File: src/rtl/ftq_pkg.sv
package ftq_pkg;

    typedef enum logic [1:0] {
        ST_ARMED    = 2'd0,
        ST_BLANKING = 2'd1,
        ST_TRIPPED  = 2'd2,
        ST_LOCKED   = 2'd3
    } ftq_state_t;

endpackage

File: src/rtl/ftq_sync.sv
module ftq_sync #(
    parameter int STAGES = 2
) (
    input  logic clk,
    input  logic rst,
    input  logic d_i,
    output logic q_o
);
    logic [STAGES-1:0] chain_q;

    generate
        for (genvar g = 0; g < STAGES; g++) begin : g_stage
            if (g == 0) begin : g_first
                always_ff @(posedge clk) begin
                    if (rst) chain_q[0] <= 1'b0;
                    else     chain_q[0] <= d_i;
                end
            end else begin : g_next
                always_ff @(posedge clk) begin
                    if (rst) chain_q[g] <= 1'b0;
                    else     chain_q[g] <= chain_q[g-1];
                end
            end
        end
    endgenerate

    assign q_o = chain_q[STAGES-1];
endmodule

File: src/rtl/ftq_blank_timer.sv
module ftq_blank_timer #(
    parameter int CYCLES = 42500
) (
    input  logic clk,
    input  logic rst,
    input  logic run_i,
    output logic expired_o
);
    localparam int TMR_W = (CYCLES > 2) ? $clog2(CYCLES) : 1;
    localparam logic [TMR_W-1:0] LAST = TMR_W'(CYCLES - 1);

    logic [TMR_W-1:0] tmr_q;

    always_ff @(posedge clk) begin
        if (rst || !run_i)    tmr_q <= '0;
        else if (tmr_q != LAST) tmr_q <= tmr_q + 1'b1;
    end

    assign expired_o = run_i && (tmr_q == LAST);
endmodule

File: src/rtl/ftq_event_counter.sv
module ftq_event_counter #(
    parameter int CNT_W = 4
) (
    input  logic             clk,
    input  logic             rst,
    input  logic             clr_i,
    input  logic             inc_i,
    output logic [CNT_W-1:0] count_o,
    output logic             at_max_o
);
    localparam logic [CNT_W-1:0] CNT_MAX = {CNT_W{1'b1}};

    logic [CNT_W-1:0] cnt_q;

    always_ff @(posedge clk) begin
        if (rst || clr_i)                 cnt_q <= '0;
        else if (inc_i && cnt_q != CNT_MAX) cnt_q <= cnt_q + 1'b1;
    end

    assign count_o  = cnt_q;
    assign at_max_o = (cnt_q == CNT_MAX);
endmodule

File: src/rtl/fault_trip_qualifier.sv
module fault_trip_qualifier
    import ftq_pkg::*;
#(
    parameter int BLANK_CYCLES = 42500,
    parameter int SYNC_STAGES  = 2,
    parameter int CNT_W        = 4
) (
    input  logic             clk,
    input  logic             rst,
    input  logic             clr_i,
    input  logic             fault_raw_i,
    output logic             trip_o,
    output logic             latched_o,
    output logic [CNT_W-1:0] count_o
);
    ftq_state_t state_q, state_d;
    logic       fault_s;
    logic       blank_run;
    logic       blank_done;
    logic       cnt_inc;
    logic       cnt_full;

    ftq_sync #(.STAGES(SYNC_STAGES)) u_sync (
        .clk (clk),
        .rst (rst),
        .d_i (fault_raw_i),
        .q_o (fault_s)
    );

    assign blank_run = (state_q == ST_BLANKING);

    ftq_blank_timer #(.CYCLES(BLANK_CYCLES)) u_timer (
        .clk       (clk),
        .rst       (rst),
        .run_i     (blank_run),
        .expired_o (blank_done)
    );

    ftq_event_counter #(.CNT_W(CNT_W)) u_count (
        .clk      (clk),
        .rst      (rst),
        .clr_i    (clr_i),
        .inc_i    (cnt_inc),
        .count_o  (count_o),
        .at_max_o (cnt_full)
    );

    // State register
    always_ff @(posedge clk) begin
        if (rst || clr_i) state_q <= ST_ARMED;
        else              state_q <= state_d;
    end

    // Next state and event strobe
    always_comb begin
        state_d = state_q;
        cnt_inc = 1'b0;
        unique case (state_q)
            ST_ARMED: begin
                if (fault_s) state_d = ST_BLANKING;
            end
            ST_BLANKING: begin
                if (!fault_s) begin
                    state_d = ST_ARMED;
                end else if (blank_done) begin
                    if (cnt_full) begin
                        state_d = ST_LOCKED;
                    end else begin
                        state_d = ST_TRIPPED;
                        cnt_inc = 1'b1;
                    end
                end
            end
            ST_TRIPPED: begin
                if (!fault_s) state_d = ST_ARMED;
            end
            ST_LOCKED: begin
                state_d = ST_LOCKED;
            end
            default: state_d = ST_ARMED;
        endcase
    end

    // Outputs
    always_comb begin
        trip_o    = 1'b0;
        latched_o = 1'b0;
        unique case (state_q)
            ST_ARMED, ST_BLANKING: begin
                trip_o    = 1'b0;
                latched_o = 1'b0;
            end
            ST_TRIPPED: begin
                trip_o    = 1'b1;
            end
            ST_LOCKED: begin
                trip_o    = 1'b1;
                latched_o = 1'b1;
            end
            default: begin
                trip_o    = 1'b0;
                latched_o = 1'b0;
            end
        endcase
    end
endmodule

File: config.mk
export PLATFORM = sky130hd
export DESIGN_NAME = fault_trip_qualifier
export DESIGN_NICKNAME = d
export VERILOG_FILES = /design/src/rtl/ftq_pkg.sv /design/src/rtl/ftq_sync.sv /design/src/rtl/ftq_blank_timer.sv /design/src/rtl/ftq_event_counter.sv /design/src/rtl/fault_trip_qualifier.sv
export SDC_FILE = /design/constraint.sdc
export NUM_CORES = 1
export LEC_CHECK = 0
export CAP_MARGIN = 20
export CORE_MARGIN = 4
export CORE_UTILIZATION = 45
export CTS_CLUSTER_SIZE = 12
export DETAILED_ROUTE_END_ITERATION = 12
export PLACE_DENSITY = 0.72
export SYNTH_ARGS = -nofsm -noshare
export SYNTH_HDL_FRONTEND = slang
export SYNTH_SLANG_ARGS = --single-unit
File: constraint.sdc
create_clock -name clk -period 2.28 [get_ports clk]
set_clock_uncertainty 0.15 [all_clocks]
set_input_delay 0.57 -clock clk [delete_from_list [all_inputs] [get_ports clk]]
set_output_delay 0.57 -clock clk [all_outputs]
set_load 0.02 [all_outputs]
# After elaboration in Yosys (flattened, before gate mapping)
# Cells that the tools add are included.
[classes] add_sub_neg=2 n_eq_ne=10 muxes=12 n_reduce_logical=9
[ops] cell="$add A16 B1 Y16 const B" n=1
[ops] cell="$eq A16 B16 Y1 const B" n=1
[ops] cell="$ne A16 B16 Y1 const B" n=1
[ops] cell="$mux W2" n=4
[ops] cell="$pmux W2 S4" n=1
[ops] cell="$mux W1" n=6
[ops] cell="$add A4 B1 Y4 const B" n=1
[ops] cell="$eq A2 B2 Y1 const B" n=2
[ops] cell="$eq A4 B4 Y1 const B" n=1
[ops] cell="$ne A4 B4 Y1 const B" n=1
[ops] cell="$reduce_or A2 Y1" n=2
[ops] cell="$ne A3 B3 Y1 const B" n=1
[ops] cell="$reduce_and A3 Y1" n=1
[ops] cell="$eq A2 B1 Y1 const B" n=1
[ops] cell="$logic_and A1 B1 Y1" n=2
[ops] cell="$logic_not A2 Y1" n=1
[ops] cell="$logic_or A1 B1 Y1" n=2
[ops] cell="$ne A2 B1 Y1 const B" n=1
[ops] cell="$ne A2 B2 Y1 const B" n=1
[ops] cell="$pmux W1 S2" n=1
[ops] cell="$logic_not A1 Y1" n=1
[word_totals] ff_bits=24 inputBits=4 output_inout_bits=6 elab_cells=38

# Depth between registers and ports, before layout
[logic_depth] word_depth=6 ltp_mapped=6 ltp_nobuf=5

# Modules after synthesis
# A second synthesis with hierarchy kept.
[unflattened] hier_cells=138 area_unflattened_um2=1233.7
[by_module_without_submodules] mod="ftq_blank_timer" instances=1 cells_each=99 area_per_inst_um2=863.3 seq_area_each_um2=320.3
[by_module_without_submodules] mod="ftq_event_counter" instances=1 cells_each=22 area_per_inst_um2=211.5 seq_area_each_um2=80.1
[by_module_without_submodules] mod="fault_trip_qualifier" instances=1 cells_each=13 area_per_inst_um2=106.4 seq_area_each_um2=40.0
[by_module_without_submodules] mod="ftq_sync" instances=1 cells_each=4 area_per_inst_um2=52.6 seq_area_each_um2=40.0

# Worst setup path before layout
# Ideal clock, no wire load.
[synth_path] kind="reg2reg" start="register u_count.cnt_q[0] (netlist: u_count.count_o[0])" end="register u_count.cnt_q[3] (netlist: u_count.count_o[3])" setup_ns=0.070 arrival_time_ns=1.875 t_required_ns=2.060 slack_ns=0.185 stages_incl_launch_ff=7 n_path_buf=1 synth_period_minus_slack_ns=2.095 cell_sequence="dfxtp_1 -> ha_1 -> and3_1 -> or3_1 -> buf_2 -> or4_1 -> a21oi_1"
[synth_via] elab_chain_len=6 elab_cells_between_ends=8 classes_between="1 x add/sub; 2 x eq/ne; 4 x mux; 1 x reduce/logical"
[synth_lines] element="from (decl)" line_no="ftq_event_counter.sv:13" text="logic [CNT_W-1:0] cnt_q;"
[synth_lines] element="from (signal assigned)" line_no="ftq_event_counter.sv:17" text="else if (inc_i && cnt_q != CNT_MAX) cnt_q <= cnt_q + 1'b1;"
[synth_lines] element="$eq A4 B4 Y1" line_no="ftq_event_counter.sv:21" text="assign at_max_o = (cnt_q == CNT_MAX);"
[synth_lines] element="$mux W1" line_no="fault_trip_qualifier.sv:66" text="if (cnt_full) begin"
[synth_lines] element="$mux W1" line_no="fault_trip_qualifier.sv:65" text="end else if (blank_done) begin"
[synth_lines] element="$mux W1" line_no="fault_trip_qualifier.sv:63" text="if (!fault_s) begin"
[synth_lines] element="$mux W1" line_no="fault_trip_qualifier.sv:58" text="unique case (state_q)"
[synth_lines] element="$logic_and A1 B1 Y1" line_no="ftq_event_counter.sv:17"
# Several ways; a longest one is shown, not always the timed one.
# A chain may end at the register's enable or synchronous reset.

# Worst setup path in the final report
[layout_path] start="register state_q[1]" end="output latched_o"
[layout_via] elab_chain_len=2
[layout_lines] element="from (decl)" line_no="fault_trip_qualifier.sv:16" text="ftq_state_t state_q, state_d;"
[layout_lines] element="from (signal assigned)" line_no="fault_trip_qualifier.sv:51" text="else state_q <= state_d;"
[layout_lines] element="$eq A2 B2 Y1" line_no="fault_trip_qualifier.sv:88" text="unique case (state_q)"
[layout_lines] element="$mux W1" line_no="fault_trip_qualifier.sv:88"
[layout_lines] element="to (decl)" line_no="fault_trip_qualifier.sv:13" text="output logic latched_o,"
# Every way passes these cells.

==> flow_summary_export.csv <==
group,metric,value,unit
synthesis,ys_types,31,
worst_setup_path,path_buf_inv,2,
place,dp_hpwl,1560,um
global_routing,grt_pass1_vias,883,
synthesis,synth-async-reset-ratio,0,%
floorplan,die_w,57.4,um
synthesis,synth.largest_area_cell,"dfxtp_1",
power_and_ir_drop,leakagePower,0.391,nW
floorplan,start_util,48.3,%
synthesis,synth_seq_cells,24,
clock_network,cts_buffer_depth,2,
power_and_ir_drop,ir_drop,0.000384,V
drt,drcViolationCount,0,
clock_network,cts.sink_count,24,
drt,routedWlPerCell,12.9,um
floorplan,num_io_pins,10,
worst_hold_path,min_to,"u_sync.q_o$_SDFF_PP0_",
global_routing,grt_max_degree,17,
power_and_ir_drop,seqPwrFrac,64.1,%
power_and_ir_drop,powerDensity,526,mW/mm^2
synthesis,seq_area_frac_synth,43.7,%
drt,firstDrtPassIters,4,
worst_hold_path,holdPathStages,1,
synthesis,synth-edff-count,0,
floorplan,die_area,0.00330,mm^2
job,timing.max_cap.violations,0,
synthesis,netlist_top_cells_count,"24 x dfxtp_1, 17 x nor2_1, 8 x a21oi_1, 8 x inv_1, 8 x xnor2_1",
worst_setup_path,critical_path.cell_chain,"nand2_1 > inv_1 > clkdlybuf4s50_1",
worst_setup_path,cp.required,1.56,ns
worst_setup_path,cp_data_arrival_time,1.46,ns
clock_network,post_cts_resized,0,
worst_setup_path,r2r_start,"u_count.count_o[0]$_SDFFE_PP0P_",
sta,maxSlewViolCount,0,
drt,drtAntennaViolNets,0,
worst_hold_path,hold_path.class,"reg -> reg",
power_and_ir_drop,p_switching,134,uW
worst_setup_path,r2r_cells,5,
power_and_ir_drop,pwr-share-clk,34.0,%
sta,setup_viol,0,
place,gp_routability_congestion,0.840,
final_layout,final_layout_size_suffix_gt1_share,7.19,%
power_and_ir_drop,p_int,526,uW
clock_network,insertion_delay,0.31,ns
clock_network,cts_tree,"yes",
global_routing,antenna_found_initial,0,
sta,hold_viol_final,0,
drt,viasPerCell,5.56,
global_routing,grt_pass1_wl,3800,um
sta,setup_ws,0.0956,ns
synthesis,yosys_warnings,0,
power_and_ir_drop,power_frac_comb,1.9,%
worst_setup_path,path_depth,3,
final_layout,area_delta_synth_final,14.2,%
synthesis,avgSynthCellArea,8.52,um^2
place,place_ws,0.160,ns
worst_setup_path,crit_path_end_kind,"output pin",
drt,drt_wl_total,2150,um
sta,fmaxAchievable,458,MHz
floorplan,coreArea,0.00228,mm^2
worst_setup_path,worstSetupPathType,"reg -> out",
drt,num_vias,929,
synthesis,syn_inst,129,
clock_network,post_cts_buffers,0,
sta,tightest_slew,0.537,ns
worst_setup_path,crit_slowest_cell,"clkdlybuf4s50_1",
worst_setup_path,cp_max_fo,6,
clock_network,htree_levels,1,
synthesis,synth_area,0.00110,mm^2
sta,rsz0062_at_grt,"false",
sta,fin_crit,2.18,ns
clock_network,clkSlewWorstSetupHoldPaths,0.13,ns
final_layout,n_antenna_cell,0,
clock_network,cts-hold-fix-buffers,0,
power_and_ir_drop,swShare,20.2,%
synthesis,yosys-top-cells-area,"dfxtp_1 44%, xnor2_1 6.4%, nor2_1 5.8%",
worst_setup_path,start_kind,"register",
drt,drt_iter0_drc,19,
status,status,"complete, no violations",
clock_network,root_buffer,"clkbuf_4",
floorplan,die_h,57.4,um
worst_setup_path,r2r_end,"u_count.count_o[3]$_SDFFE_PP0P_",
synthesis,synth_top_flop_cell,"dfxtp_1",
worst_setup_path,critPathTopFamily,"buffers and inverters",
synthesis,synth_fp_nets,135,
synthesis,synth_top_area_share,43.7,%
clock_network,cts_made_buffers,3,
global_routing,track_usage,14.5,%
final_layout,fin_nets,146,
worst_setup_path,ff2ff_setup_slack,0.15,ns
sta,setup-tns-final,0,ns
synthesis,yosys.cell_count.top_type,"dfxtp_1",
worst_setup_path,max_stage_delay,0.59,ns
worst_hold_path,min_from,"u_sync.chain_q[0]$_SDFF_PP0_",
sta,maxSlewHeadroom,63.9,%
sta,fin_crit_sh,95.8,%
place,io_buffer_count,9,
global_routing,grt.overflow.total,0,
floorplan,rows,17,
-- state kept, by name, indices dropped and copies added (netlist names) --
signal and flops:
u_sync.q_o 1, u_timer.tmr_q 16, u_count.count_o 4, u_sync.chain_q 1, state_q 2
-- through the flow --
| stage | instance area (um^2) | std cells | util, % | hold slack [ns] | total power, mW |
|---|---|---|---|---|---|
| 2_1_floorplan | 1100 | 129 | - | 0.264 | 0.437 |
| 3_3_place_gp | 1220 | 163 | 53.5 | 0.267 | 0.444 |
| 3_5_place_dp | 1220 | 163 | 53.5 | 0.297 | 0.444 |
| 4_1_cts | 1250 | 167 | 55.1 | 0.317 | 0.667 |
| 5_1_grt | 1250 | 167 | 55.1 | 0.322 | 0.684 |
| 6_report | 1250 | 167 | 55.1 | 0.313 | 0.660 |
-- cell type report --
type,count,area (um^2)
clock buffer,4,36.3
inverter,8,30.0
timing repair buffer,11,105
sequential,24,480
fill,211,1020
tap,28,35.0
multi-input combinational,92,568
-- kinds of logic after synthesis --
kind of cell             Yosys count  share of synthesized area [%]
buffers and inverters             13                           4.56
flip-flops                        24                           43.7
multiplexers                       1                          0.911
adder cells (fa/ha/maj)            2                           2.28
AND/OR/NAND/NOR                   59                           29.3
AO/OA/AOI/OAI                     19                           10.5
XOR/XNOR                          11                           8.77
-- power groups by stage --
| stage | registers (mW) | clock network [mW] | logic [mW] |
|---|---|---|---|
| 6_report | 0.423 | 0.224 | 0.0127 |
| 5_1_grt | 0.423 | 0.247 | 0.0141 |
| 3_5_place_dp | 0.432 | 0 | 0.0127 |
| 3_3_place_gp | 0.432 | 0 | 0.0124 |
| 4_1_cts | 0.423 | 0.232 | 0.0127 |
| 2_1_floorplan | 0.432 | 0 | 0.00517 |
-- routing by layer --
layer / up-vias / wire (um) / GRT usage (%)
li1: 475 / - / -
met5: - / 0 / 0
met2: 15 / 1040 / 25.8
met4: 0 / 23 / 5.96
met3: 2 / 65 / 2.71
met1: 437 / 1020 / 16.8
-- how the worst max path moves through the flow --
stage | from | to | slack (ns)
after floorplan | u_count.count_o[0]$_SDFFE_PP0P_ | u_count.count_o[3]$_SDFFE_PP0P_ | 0.19
after global placement | u_count.count_o[0]$_SDFFE_PP0P_ | u_count.count_o[3]$_SDFFE_PP0P_ | 0.22
after detailed placement | u_count.count_o[0]$_SDFFE_PP0P_ | u_count.count_o[3]$_SDFFE_PP0P_ | 0.16
after CTS | state_q[1]$_SDFFE_PP0P_ | latched_o | 0.08
after global routing | u_timer.tmr_q[1]$_SDFFE_PP0P_ | u_count.count_o[3]$_SDFFE_PP0P_ | 0.02
final | state_q[1]$_SDFFE_PP0P_ | latched_o | 0.1
-- layout by cell type, fill, tap and decap left out, types with 4 or more instances in the layout --
cell type        count
nand2_1              6
nand3_1              7
o21ai_0              4
inv_1                8
nor2_1              17
xnor2_1              8
a21oi_1              8
clkdlybuf4s50_1      9
nor3_1               4
nand4_1              5
dfxtp_1             24
or3_1                5
Note: power is estimated with default switching activity, not from simulation.
